===== config.mk =====
export PLATFORM = sky130hd
export DESIGN_NAME = pin_out_ctrl
export DESIGN_NICKNAME = d
export VERILOG_FILES = /design/src/rtl/pin_out_pkg.sv /design/src/rtl/pin_out_ctl.sv /design/src/rtl/pin_out_dp.sv /design/src/rtl/pin_out_ctrl.sv
export SDC_FILE = /design/constraint.sdc
export NUM_CORES = 1
export LEC_CHECK = 0
export BUFFER_PORTS_ARGS = -buffer_cell sky130_fd_sc_hd__buf_2
export CORE_AREA = 2 2 116 118
export CTS_CLUSTER_DIAMETER = 40
export DETAILED_ROUTE_END_ITERATION = 10
export DIE_AREA = 0 0 118 120
export GPL_TIMING_DRIVEN = 0
export PLACE_DENSITY = 0.83
export SYNTH_ARGS = -nofsm -noshare
export SYNTH_HDL_FRONTEND = slang
export SYNTH_SLANG_ARGS = --single-unit

===== constraint.sdc =====
create_clock -name clk -period 1.26 [get_ports clk]
set_input_delay 0.063 -clock clk [delete_from_list [all_inputs] [get_ports clk]]
set_output_delay 0.063 -clock clk [all_outputs]
set_load 0.02 [all_outputs]

===== src/rtl/pin_out_pkg.sv =====
package pin_out_pkg;

  localparam int NUM_TGT = 2;
  localparam int TGT_OUT = 0;
  localparam int TGT_OE  = 1;

  // Per-word update strobes passed from control to datapath
  typedef struct packed {
    logic full;   // whole-word load
    logic lo;     // merge into low half
    logic hi;     // merge into high half
    logic capLo;  // capture low-window mask
    logic capHi;  // capture high-window mask
  } wrSel_t;

endpackage


===== src/rtl/pin_out_ctl.sv =====
module pin_out_ctl
  import pin_out_pkg::*;
#(
  parameter int NTGT = NUM_TGT
) (
  input  logic [NTGT-1:0] dirWe,
  input  logic [NTGT-1:0] loWe,
  input  logic [NTGT-1:0] hiWe,
  output wrSel_t [NTGT-1:0] sel
);

  for (genvar t = 0; t < NTGT; t++) begin : g_tgt
    always_comb begin
      sel[t].full  = dirWe[t];
      // a direct write wins over the masked windows of the same word
      sel[t].lo    = loWe[t] & ~dirWe[t];
      sel[t].hi    = hiWe[t] & ~dirWe[t];
      // window masks are captured on every window strobe
      sel[t].capLo = loWe[t];
      sel[t].capHi = hiWe[t];
    end
  end

endmodule


===== src/rtl/pin_out_dp.sv =====
module pin_out_dp
  import pin_out_pkg::*;
#(
  parameter int WIDTH     = 32,
  parameter bit MASK_READ = 1'b0
) (
  input  logic             clk,
  input  logic             rstN,
  input  wrSel_t           sel,
  input  logic [WIDTH-1:0] wrData,
  output logic [WIDTH-1:0] wordQ,
  output logic [WIDTH-1:0] loRd,
  output logic [WIDTH-1:0] hiRd
);

  localparam int HALF = WIDTH / 2;

  logic [WIDTH-1:0] wordNext;
  logic [HALF-1:0]  newBits;
  logic [HALF-1:0]  maskBits;
  logic [HALF-1:0]  mergedLo;
  logic [HALF-1:0]  mergedHi;

  assign newBits  = wrData[HALF-1:0];
  assign maskBits = wrData[WIDTH-1:HALF];
  assign mergedLo = (wordQ[HALF-1:0]     & ~maskBits) | (newBits & maskBits);
  assign mergedHi = (wordQ[WIDTH-1:HALF] & ~maskBits) | (newBits & maskBits);

  always_comb begin
    wordNext = wordQ;
    if (sel.full) begin
      wordNext = wrData;
    end else begin
      if (sel.lo) wordNext[HALF-1:0]     = mergedLo;
      if (sel.hi) wordNext[WIDTH-1:HALF] = mergedHi;
    end
  end

  always_ff @(posedge clk) begin
    if (!rstN) wordQ <= '0;
    else       wordQ <= wordNext;
  end

  if (MASK_READ) begin : g_maskRead
    logic [HALF-1:0] loMaskQ;
    logic [HALF-1:0] hiMaskQ;
    always_ff @(posedge clk) begin
      if (!rstN) begin
        loMaskQ <= '0;
        hiMaskQ <= '0;
      end else begin
        if (sel.capLo) loMaskQ <= maskBits;
        if (sel.capHi) hiMaskQ <= maskBits;
      end
    end
    assign loRd = {loMaskQ, wordQ[HALF-1:0]};
    assign hiRd = {hiMaskQ, wordQ[WIDTH-1:HALF]};
  end else begin : g_plainRead
    assign loRd = {{HALF{1'b0}}, wordQ[HALF-1:0]};
    assign hiRd = {{HALF{1'b0}}, wordQ[WIDTH-1:HALF]};
  end

  AST_FULL_LOAD: assert property (@(posedge clk) disable iff (!rstN)
    sel.full |=> wordQ == $past(wrData));

  AST_UNMASKED_KEEP: assert property (@(posedge clk) disable iff (!rstN)
    sel.lo |=> ((wordQ[HALF-1:0] ^ $past(wordQ[HALF-1:0])) & ~$past(wrData[WIDTH-1:HALF])) == '0);

  AST_LO_HOLDS_HI: assert property (@(posedge clk) disable iff (!rstN)
    (sel.lo && !sel.hi && !sel.full) |=> wordQ[WIDTH-1:HALF] == $past(wordQ[WIDTH-1:HALF]));

  AST_HI_HOLDS_LO: assert property (@(posedge clk) disable iff (!rstN)
    (sel.hi && !sel.lo && !sel.full) |=> wordQ[HALF-1:0] == $past(wordQ[HALF-1:0]));

  AST_IDLE_STABLE: assert property (@(posedge clk) disable iff (!rstN)
    !(sel.full || sel.lo || sel.hi) |=> $stable(wordQ));

endmodule


===== src/rtl/pin_out_ctrl.sv =====
module pin_out_ctrl
  import pin_out_pkg::*;
#(
  parameter int WIDTH = 32
) (
  input  logic             clk,
  input  logic             rstN,
  input  logic [WIDTH-1:0] wrData,
  input  logic             dirOutWe,
  input  logic             loOutWe,
  input  logic             hiOutWe,
  input  logic             dirOeWe,
  input  logic             loOeWe,
  input  logic             hiOeWe,
  output logic [WIDTH-1:0] outRd,
  output logic [WIDTH-1:0] loOutRd,
  output logic [WIDTH-1:0] hiOutRd,
  output logic [WIDTH-1:0] oeRd,
  output logic [WIDTH-1:0] loOeRd,
  output logic [WIDTH-1:0] hiOeRd,
  output logic [WIDTH-1:0] pinOut,
  output logic [WIDTH-1:0] pinOe
);

  wrSel_t [NUM_TGT-1:0] sel;
  logic   [WIDTH-1:0]   wordQ [NUM_TGT];
  logic   [WIDTH-1:0]   loRd  [NUM_TGT];
  logic   [WIDTH-1:0]   hiRd  [NUM_TGT];

  pin_out_ctl #(.NTGT(NUM_TGT)) i_ctl (
    .dirWe ({dirOeWe, dirOutWe}),
    .loWe  ({loOeWe,  loOutWe}),
    .hiWe  ({hiOeWe,  hiOutWe}),
    .sel   (sel)
  );

  for (genvar t = 0; t < NUM_TGT; t++) begin : g_word
    pin_out_dp #(
      .WIDTH     (WIDTH),
      .MASK_READ (t == TGT_OE)
    ) i_dp (
      .clk    (clk),
      .rstN   (rstN),
      .sel    (sel[t]),
      .wrData (wrData),
      .wordQ  (wordQ[t]),
      .loRd   (loRd[t]),
      .hiRd   (hiRd[t])
    );
  end

  assign outRd   = wordQ[TGT_OUT];
  assign loOutRd = loRd[TGT_OUT];
  assign hiOutRd = hiRd[TGT_OUT];
  assign oeRd    = wordQ[TGT_OE];
  assign loOeRd  = loRd[TGT_OE];
  assign hiOeRd  = hiRd[TGT_OE];
  assign pinOut  = wordQ[TGT_OUT];
  assign pinOe   = wordQ[TGT_OE];

endmodule


# Word-level counts from Yosys, hierarchy flattened
# Cells that the tools add are included.
dict set report op_classes {
  mux 6
  n_bitwise 16
  reduce_logical 4
}
# operator n
set ops {}
lappend ops {{AND 16 bit} 5}
lappend ops {{2-to-1 mux 16 bit} 4}
lappend ops {{2-to-1 mux 32 bit} 2}
lappend ops {{bitwise OR 16 bit} 4}
lappend ops {{NOT 16 bit} 1}
lappend ops {{nonzero test 2 bit} 4}
lappend ops {{AND 1 bit} 4}
lappend ops {{NOT 1 bit} 2}
dict set report word_totals {
  register_bits 96
  in_bits 40
  output_inout_bits 256
  elab_cells 32
}

# Logic depth before layout (Yosys ltp)
# Gate-level depths: netlist (run 1).
dict set report logic_depth {
  word_depth 5
  ltp_mapped 4
  ltp_nobuf 2
}

# By module
# A second synthesis (run 1) with hierarchy kept.
dict set report unflattened {
  hier_cells 662
  area_unflattened_um2 5931.9
}
# mod instances cells_per_inst area_per_inst_um2 seq_area_each_um2
set by_module_without_submodules {}
lappend by_module_without_submodules {{pin_out_dp at g_word[1].i_dp} 1 329 3196.8 1281.2}
lappend by_module_without_submodules {{pin_out_dp at g_word[0].i_dp} 1 259 2184.6 640.6}
lappend by_module_without_submodules {pin_out_ctrl 1 64 480.5 0.0}
lappend by_module_without_submodules {pin_out_ctl 1 10 70.1 0.0}

# Worst setup path before layout (run 1)
# Ideal clock, no wire load.
dict set report synth_timing {
  path_kind {input -> register}
  from {in wrData[27]}
  to {reg (tool-made name)}
  setup_ns 0.075
  arrival_ns 0.720
  t_required_ns 1.185
  slack_ns 0.465
  stages 3
  path_buffers 1
  path_cell_list {clkbuf_1 mux2_1 o22ai_1}
}
# element line_no
set synth_rtl {}
lappend synth_rtl {{start: declaration} pin_out_ctrl.sv:8} ;# input logic [WIDTH-1:0] wrData,

==> results of run 1 <==
-- routing by layer --
layer	track usage (%)	vias to the layer above	part of all wire [%]
met4	5.87	0	1.0
li1	-	2472	-
met3	3.85	12	7.3
met5	0	-	0
met1	27.7	2308	42
met2	37.6	241	49
-- layout make-up --
cell class              instances  area [um^2]
fillers                      1161         5580
well taps                     176          220
clock buffers                  13          250
multi-input cells             352         2250
repair buffers                241         1210
plain buffers                 214         1490
clock inverters                 3         65.1
flip-flops and latches         96         1920
-- power by group through the flow --
| stage | Clock [mW] | Sequential [mW] | Combinational [mW] |
|---|---|---|---|
| finish | 2.91 | 3.45 | 2.56 |
| global route | 3.09 | 3.48 | 2.71 |
| CTS | 2.96 | 3.45 | 2.57 |
| detailed placement | 0 | 3.52 | 2.56 |
| global placement | 0 | 3.51 | 2.53 |
| floorplan | 0 | 3.72 | 1.61 |
-- cell families after synthesis --
kind of cell	after synthesis	share of synthesized area, %
muxes	96	18.3
buffers and inverters	214	26.8
other	1	0.0677
AOI/OAI and AO/OA	96	9.96
and+or+nand+nor	128	10.1
DFF	96	34.7
-- metrics by stage --
step                area [um^2]  instances  power, mW
detailed placement         7080       1079       6.08
global route               7400       1095       9.28
finish                     7400       1095       8.93
CTS                        7400       1095       8.97
floorplan                  5660        662       5.33
global placement           7080       1079       6.04
-- placed cells by master, fill, tap and decap left out, drive strengths merged --
master	synthesis	routed
a21oi	64	64
buf	193	434
bufinv	0	2
clkbuf	21	34
clkinv	0	1
conb	1	32
dfxtp	96	96
mux2	32	32
mux2i	64	64
nand2	96	96
nor2b	32	32
o22ai	32	32
-- tightest hold or removal path, delay by kind of cell --
kind | cells | cell delay, ns
buffers and inverters | 1 | 0.12
multiplexers | 1 | 0.06
AND/OR/NAND/NOR | 1 | 0.07
-- worst max path at each step --
stage	startpoint	to	cells after the start
after floorplan	wrData[27]	flip-flop	3
after global placement	wrData[31]	flip-flop	3
after detailed placement	wrData[26]	flip-flop	3
after CTS	flip-flop	pinOe[21]	2
after global routing	flip-flop	pinOe[21]	2
final	flip-flop	pinOe[21]	2
==> metrics.cfg, run 1 <==
[timing]
setup_slack_ns=0.108
hold_violations=0
skew_ns=0
relSlewSlack_pct=66.3
period_minus_slack_ns=1.15
period_share_pct=91.4
tns_ns=0
max_freq_mhz=868
hold_ws_ns=0.0284
slew_viol_final=0
tightest_slew_ns=0.505
setup_viol=0
rsz0062_at_grt=no

[drt]
vias=5033
drtAntennaViolNets=0
routed_wl_mm=16.3
avgRoutedWirePerCell_um=14.9
drtPass1Iterations=5
viasPerCell=4.60
first_iter_violations=268
route.detailed.drc=0

[clock_tree]
clk_pin_slew_ns=0.06
postCtsSetupBuffers=0
htree_levels=3
holdBufCountCts=0
clock-sinks=96
cts-buffers-inserted=9
ctsResizeCount=0
clockRootBuffer=clkbuf_16
clkLatencyLatePin_ns=0.33
clockBufferDepth=2
cts_tree=built

[global_routing]
grt_max_degree=15
grt-ovfl-total=0
grt_pass1_vias=4500
grt_first_pass_wirelength_mm=24.2
track_usage_pct=21.7
antenna_found_initial=0

[synth]
yosysTopAreaCellShare_pct=34.7
synthTopCellsByArea=dfxtp_1 (35%), buf_4 (23%), mux2i_1 (12%)
post-synth-top-count-cell=buf_4
netlist-cell-type-count=15
synth-seq-cells=96
syn_inst=631
ys_async_sr_fraction_pct=0
synth.avg_cell_area_um2=8.78
synth_flop_cell=dfxtp_1
post-synth-top-area-cell=dfxtp_1
yosys_warnings=0
post_synth_most_frequent_cells=buf_4 (167), dfxtp_1 (96), nand2_1 (96)
syn-cell-area_um2=5540
synth_enable_flop_cells=0
ys_seq_area_share_pct=34.7

[worst_setup_path]
critPathBufInv=2
cp_top_family=flip-flops
startpoint_type=flip-flop
crit_slowest_cell=dfxtp_1
crit_type=flip-flop to output port
critPathCaptureType=output port
worstPathRequired_ns=1.20
reg2reg_slack_ns=0.49
worstPathMaxFanout=4
critPathArrivalTime_ns=1.09
path_cells=buf_4, buf_2
max_stage_delay_ns=0.46
r2r_cells=2

[finish]
diodes=0
area_delta_synth_final_pct=33.5
nNetsFinal=954
utilization_pct=57.0
final_layout_size_suffix_gt1_share_pct=52.6

[floorplanning]
start_util_pct=42.7
dieArea_um2=14200
row_count=42
die_h_um=120
pin_count=296
die_w_um=118
core_um2=13000

[power]
power.share.sequential_pct=38.6
internal-power_mw=6.14
p_per_area_nw_per_um2=1210
peakVddDrop_v=0.000556
pwr-share-comb_pct=28.7
switching_share_pct=31.2
leakagePower_nw=4.08
p_clk_share_pct=32.6
p_sw_mw=2.78

[worst_hold_path]
hp-class=input port to flip-flop
min_path_cells=3
min_from=wrData[8]

[placement]
port-buffer-count=241
gp_congestion=0.885
pre_cts_ws_ns=0.270
hpwl_mm=12.8

[run_status]
outcome=finished clean

[run]
drv_cap=0

No activity file was read; power rests on OpenSTA's default activity.
==> run 2: changes to the inputs <==
Settings changed: ABC_AREA set to 1, CORE_AREA 2 2 116 118 to 2 2 118 120, DIE_AREA 0 0 118 120 to 0 0 120 122.
Clock period 1.26 ns to 0.97 ns, I/O delays scaled along.
==> metrics.cfg, run 2 <==
[synth]
yosys_warnings=0
yosysTopAreaCellShare_pct=35.7
post_synth_most_frequent_cells=nand2_1 (214), buf_4 (171), dfxtp_1 (96)
syn-cell-area_um2=5380
synth_enable_flop_cells=0
synth.avg_cell_area_um2=6.98
synthTopCellsByArea=dfxtp_1 (36%), buf_4 (24%), nand2_1 (15%)
netlist-cell-type-count=19
post-synth-top-area-cell=dfxtp_1
ys_seq_area_share_pct=35.7
synth-seq-cells=96
syn_inst=771
post-synth-top-count-cell=nand2_1
synth_flop_cell=dfxtp_1
ys_async_sr_fraction_pct=0

[timing]
tightest_slew_ns=0.639
skew_ns=0
period_share_pct=103
hold_violations=0
max_freq_mhz=1000
relSlewSlack_pct=57.4
slew_viol_final=0
setup_viol=101
setup_slack_ns=-0.0279
period_minus_slack_ns=0.998
hold_ws_ns=0.0116
rsz0062_at_grt=yes

[floorplanning]
row_count=43
die_w_um=120
core_um2=13500
dieArea_um2=14600
pin_count=296
die_h_um=122
start_util_pct=39.8

[global_routing]
grt-ovfl-total=0
grt_max_degree=18
antenna_found_initial=0
grt_pass1_vias=5824
grt_first_pass_wirelength_mm=31.7
track_usage_pct=28.1

[clock_tree]
clockRootBuffer=clkbuf_16
clock-sinks=96
clk_pin_slew_ns=0.08
cts_tree=built
cts-buffers-inserted=9
clkLatencyLatePin_ns=0.35
clockBufferDepth=2
htree_levels=3

[finish]
final_common_cell=buf_6
nNetsFinal=1126
utilization_pct=66.5
area_delta_synth_final_pct=66.8
final_layout_size_suffix_gt1_share_pct=48.9
final_cell_mix=buf_6 (250), nand2_1 (214), buf_2 (129)
diodes=0
fin_cells=1271

[worst_setup_path]
worstPathMaxFanout=4
worstPathRequired_ns=0.92
startpoint_type=flip-flop
crit_type=flip-flop to output port
critPathCaptureType=output port
r2r_cells=4
path_common_cell=buf_6
crit_slowest_cell=dfxtp_4
cp_top_family=flip-flops
max_stage_delay_ns=0.37
critPathBufInv=2
reg2reg_slack_ns=0.18
path_cells=buf_6, buf_6
critPathArrivalTime_ns=0.95

[drt]
viasPerCell=4.78
first_iter_violations=547
drtAntennaViolNets=0
route.detailed.drc=0
drtPass1Iterations=5
vias=6071
routed_wl_mm=21.4
avgRoutedWirePerCell_um=16.8

[worst_hold_path]
hp-class=input port to flip-flop
min_from=wrData[19]
min_path_cells=3

[run_status]
violations=setup timing
outcome=finished with violations

[power]
power_mw=12.6
p_sw_mw=4.24
power.share.sequential_pct=36.1
peakVddDrop_v=0.00107
p_per_area_nw_per_um2=1410
internal-power_mw=8.38
switching_share_pct=33.6
pwr-share-comb_pct=34.0
p_clk_share_pct=29.9
leakagePower_nw=4.78

[placement]
place_inst=1241
pre_cts_ws_ns=-0.131
hpwl_mm=13.4
gp_congestion=0.845
port-buffer-count=259

[run]
drv_cap=0

run 2: worst min-delay path, cell delays in order:
cell and delay, ns:
buf_2 0.14, nand2_1 0.07, a21oi_1 0.06
run 2: per-layer routing:
layer	GRT usage (%)	routed length [um]	vias to the layer above
li1	-	-	2833
met4	12.2	836	0
met1	32.3	7820	2775
met5	0	0	-
met3	6.41	1970	86
met2	50.0	10800	377
run 2: layout make-up:
cell class | instances | area (um^2)
clock buffers | 10 | 239
flip-flops and latches | 96 | 2130
well taps | 180 | 225
plain buffers | 182 | 1790
multi-input cells | 458 | 1950
repair buffers | 283 | 2360
clock inverters | 6 | 72.6
fillers | 1039 | 4530
inverters | 56 | 213
run 2: worst max-delay path by stage:
stage                   start                                    end  slack (ns)  depth (start not counted)
global placement       hiOeWe  g_word[1].i_dp.g_maskRead.hiMaskQ[10]       -0.11                          5
global route        flip-flop                             pinOut[13]       -0.05                          2
detailed placement     hiOeWe  g_word[1].i_dp.g_maskRead.hiMaskQ[13]       -0.13                          5
finish              flip-flop                              pinOut[9]       -0.03                          2
CTS                 flip-flop                              outRd[30]       -0.04                          2
floorplan           flip-flop                              flip-flop        0.17                          4
run 2: timing repair:
item,in CTS,in global routing
buffers inserted,4,1
hold buffers,19,0
resized for setup,454,58
setup endpoints to repair,157,165
hold endpoints to repair,22,0
run 2: stage by stage:
stage	area (um^2)	TNS, ns
after floorplan	5500	0
after global placement	7020	-1.69
after detailed placement	7020	-2.14
after CTS	8880	-0.939
after global routing	8970	-4.24
final	8970	-1.42
run 2: cells by family (layout without fill, tap and decap cells):
kind of cell	after synthesis	in the layout	share of synthesized area, %
other cells	1	32	0.0697
flops	96	96	35.7
compound gates	97	97	9.72
simple gates	329	329	24.0
buf+inv	248	537	30.4
run 2: power groups by stage:
stage | Combinational [mW] | Sequential, mW | Clock [mW]
6_report | 4.30 | 4.55 | 3.77
5_1_grt | 4.55 | 4.59 | 4.01
2_1_floorplan | 2.01 | 4.85 | 0
3_3_place_gp | 3.34 | 4.55 | 0
3_5_place_dp | 3.38 | 4.57 | 0
4_1_cts | 4.19 | 4.57 | 3.81
==> run 3: changes to the inputs <==
Settings changed: CELL_PAD_IN_SITES_DETAIL_PLACEMENT set to 1, CELL_PAD_IN_SITES_GLOBAL_PLACEMENT set to 1, CORE_AREA 2 2 118 120 to 2 2 144 146, DIE_AREA 0 0 120 122 to 0 0 146 148, SYNTH_HIERARCHICAL set to 1.
==> metrics.cfg, run 3 <==
[global_routing]
grt_first_pass_wirelength_mm=43.0
grt_max_degree=19
antenna_found_initial=1
track_usage_pct=26.2
grt_pass1_vias=7062
grt-ovfl-total=0

[timing]
slew_viol_final=0
period_minus_slack_ns=1.15
tns_ns=-9.82
setup_slack_ns=-0.176
max_freq_mhz=872
period_share_pct=118
skew_ns=0
setup_viol=177
hold_violations=0
rsz0062_at_grt=yes

[run_status]
outcome=finished with violations
violations=setup timing

[clock_tree]
clk_pin_slew_ns=0.08
clkLatencyLatePin_ns=0.35
clock-sinks=96
cts_tree=built
cts-buffers-inserted=9
htree_levels=3
clockRootBuffer=clkbuf_16
clockBufferDepth=2

[worst_setup_path]
critPathCaptureType=output port
critPathArrivalTime_ns=1.10
crit_slowest_cell=dfxtp_4
worstPathRequired_ns=0.92
r2r_cells=4
worstPathMaxFanout=2
cp-endpoint=pinOut[9]
path_common_cell=buf_6
startpoint_type=flip-flop
crit_type=flip-flop to output port
path_cells=buf_6, buf_6, buf_6
max_stage_delay_ns=0.38
reg2reg_slack_ns=-0.02

[synth]
syn-cell-area_um2=5510
yosys_warnings=6
synth.avg_cell_area_um2=7.23
syn_inst=762

[worst_hold_path]
hp-class=input port to flip-flop
min_from=wrData[31]

[finish]
fill_cells=2442
final_common_cell=buf_6
fin_cells=1445
nNetsFinal=1208
final_layout_size_suffix_gt1_share_pct=57.5
final_cell_mix=buf_6 (380), nand2_1 (195), a21oi_1 (99)
area_delta_synth_final_pct=89.3
fin_area_um2=10400

[power]
peakVddDrop_v=0.000864
leakagePower_nw=5.35
p_per_area_nw_per_um2=1320
power_mw=13.8

[floorplanning]
pin_count=296
die_w_um=146
die_h_um=148
start_util_pct=27.5
dieArea_um2=21600
core_um2=20000
row_count=52

[drt]
avgRoutedWirePerCell_um=20.7
vias=6731
viasPerCell=4.66
routed.top_layer=met5
met1Wirelength_mm=11.1
first_iter_violations=315
route.detailed.drc=0
drtAntennaViolNets=0
drtPass1Iterations=5
routed_wl_mm=29.9
wl_met3_mm=1.83
wl_met2_mm=15.8

[placement]
place_inst=1326
place_area_um2=7280
pre_cts_ws_ns=-0.218
gp_congestion=0.814
hpwl_mm=17.4
port-buffer-count=263

[run]
drv_cap=0

==> run 3: cell count changes in the layout (fill, tap and decap cells not counted), sizes merged, moves of 3 or more <==
cell          change
nand3b           +24
dlymetal6s4s      +3
inv              -13
clkbuf            +4
buf             +103
dlygate4sd3      -13
o21ai            +22
a21oi            +40
nor2             -53
a211oi           -15
nand3            -15
nand2             -7
==> run 3: worst min path at each step <==
stage	to	slack, ns	cells past startpoint
after detailed placement	flip-flop	0.37	3
after floorplan	flip-flop	0.20	2
after global routing	flip-flop	0.01	3
after CTS	flip-flop	0.002	3
after global placement	flip-flop	0.37	3
final	flip-flop	0.007	3
==> run 3: worst max-delay path, delay by kind of cell (launching register included) <==
kind                   cells  cell delay [ns]
DFF                        1             0.38
buffers and inverters      3             0.36
==> run 3: report_power, final <==
| group | total, mW | switching [mW] | internal [mW] |
|---|---|---|---|
| Clock | 3.63 | 1.83 | 1.80 |
| Combinational | 5.63 | 2.82 | 2.81 |
| Sequential | 4.55 | 0.286 | 4.27 |
==> run 3: cell type report <==
| cell class | instances | area [um^2] | share of cell area, % |
|---|---|---|---|
| sequential | 96 | 2030 | 19.4 |
| buffer | 195 | 1910 | 18.3 |
| clock buffer | 9 | 225 | 2.16 |
| antenna | 2 | 5.00 | 0.0480 |
| inverter | 44 | 185 | 1.78 |
| timing repair buffer | 368 | 3560 | 34.2 |
| tap | 270 | 338 | 3.24 |
| multi-input combinational | 454 | 2110 | 20.3 |
| clock inverter | 7 | 65.1 | 0.624 |
==> run 3: what timing repair did <==
action | CTS | global route
hold endpoints to repair | 13 | 0
pin swaps | 0 | 4
setup buffers | 79 | 19
hold buffers | 9 | 0
gates resized for setup | 624 | 56
endpoints found under the setup margin | 167 | 217
==> run 3: metal layers <==
metal  vias up  global-route usage (%)
li1       3026                       -
met5         -                       0
met2       332                    50.0
met1      3293                    28.6
met3        78                    5.40
met4         2                    9.22
==> run 3: stage by stage <==
stage	util [%]	hold WS, ns
final	52.0	0.00670
after global routing	52.0	0.0139
after CTS	50.7	0.00190
after detailed placement	36.3	0.366
after global placement	36.3	0.366
after floorplan	-	0.196
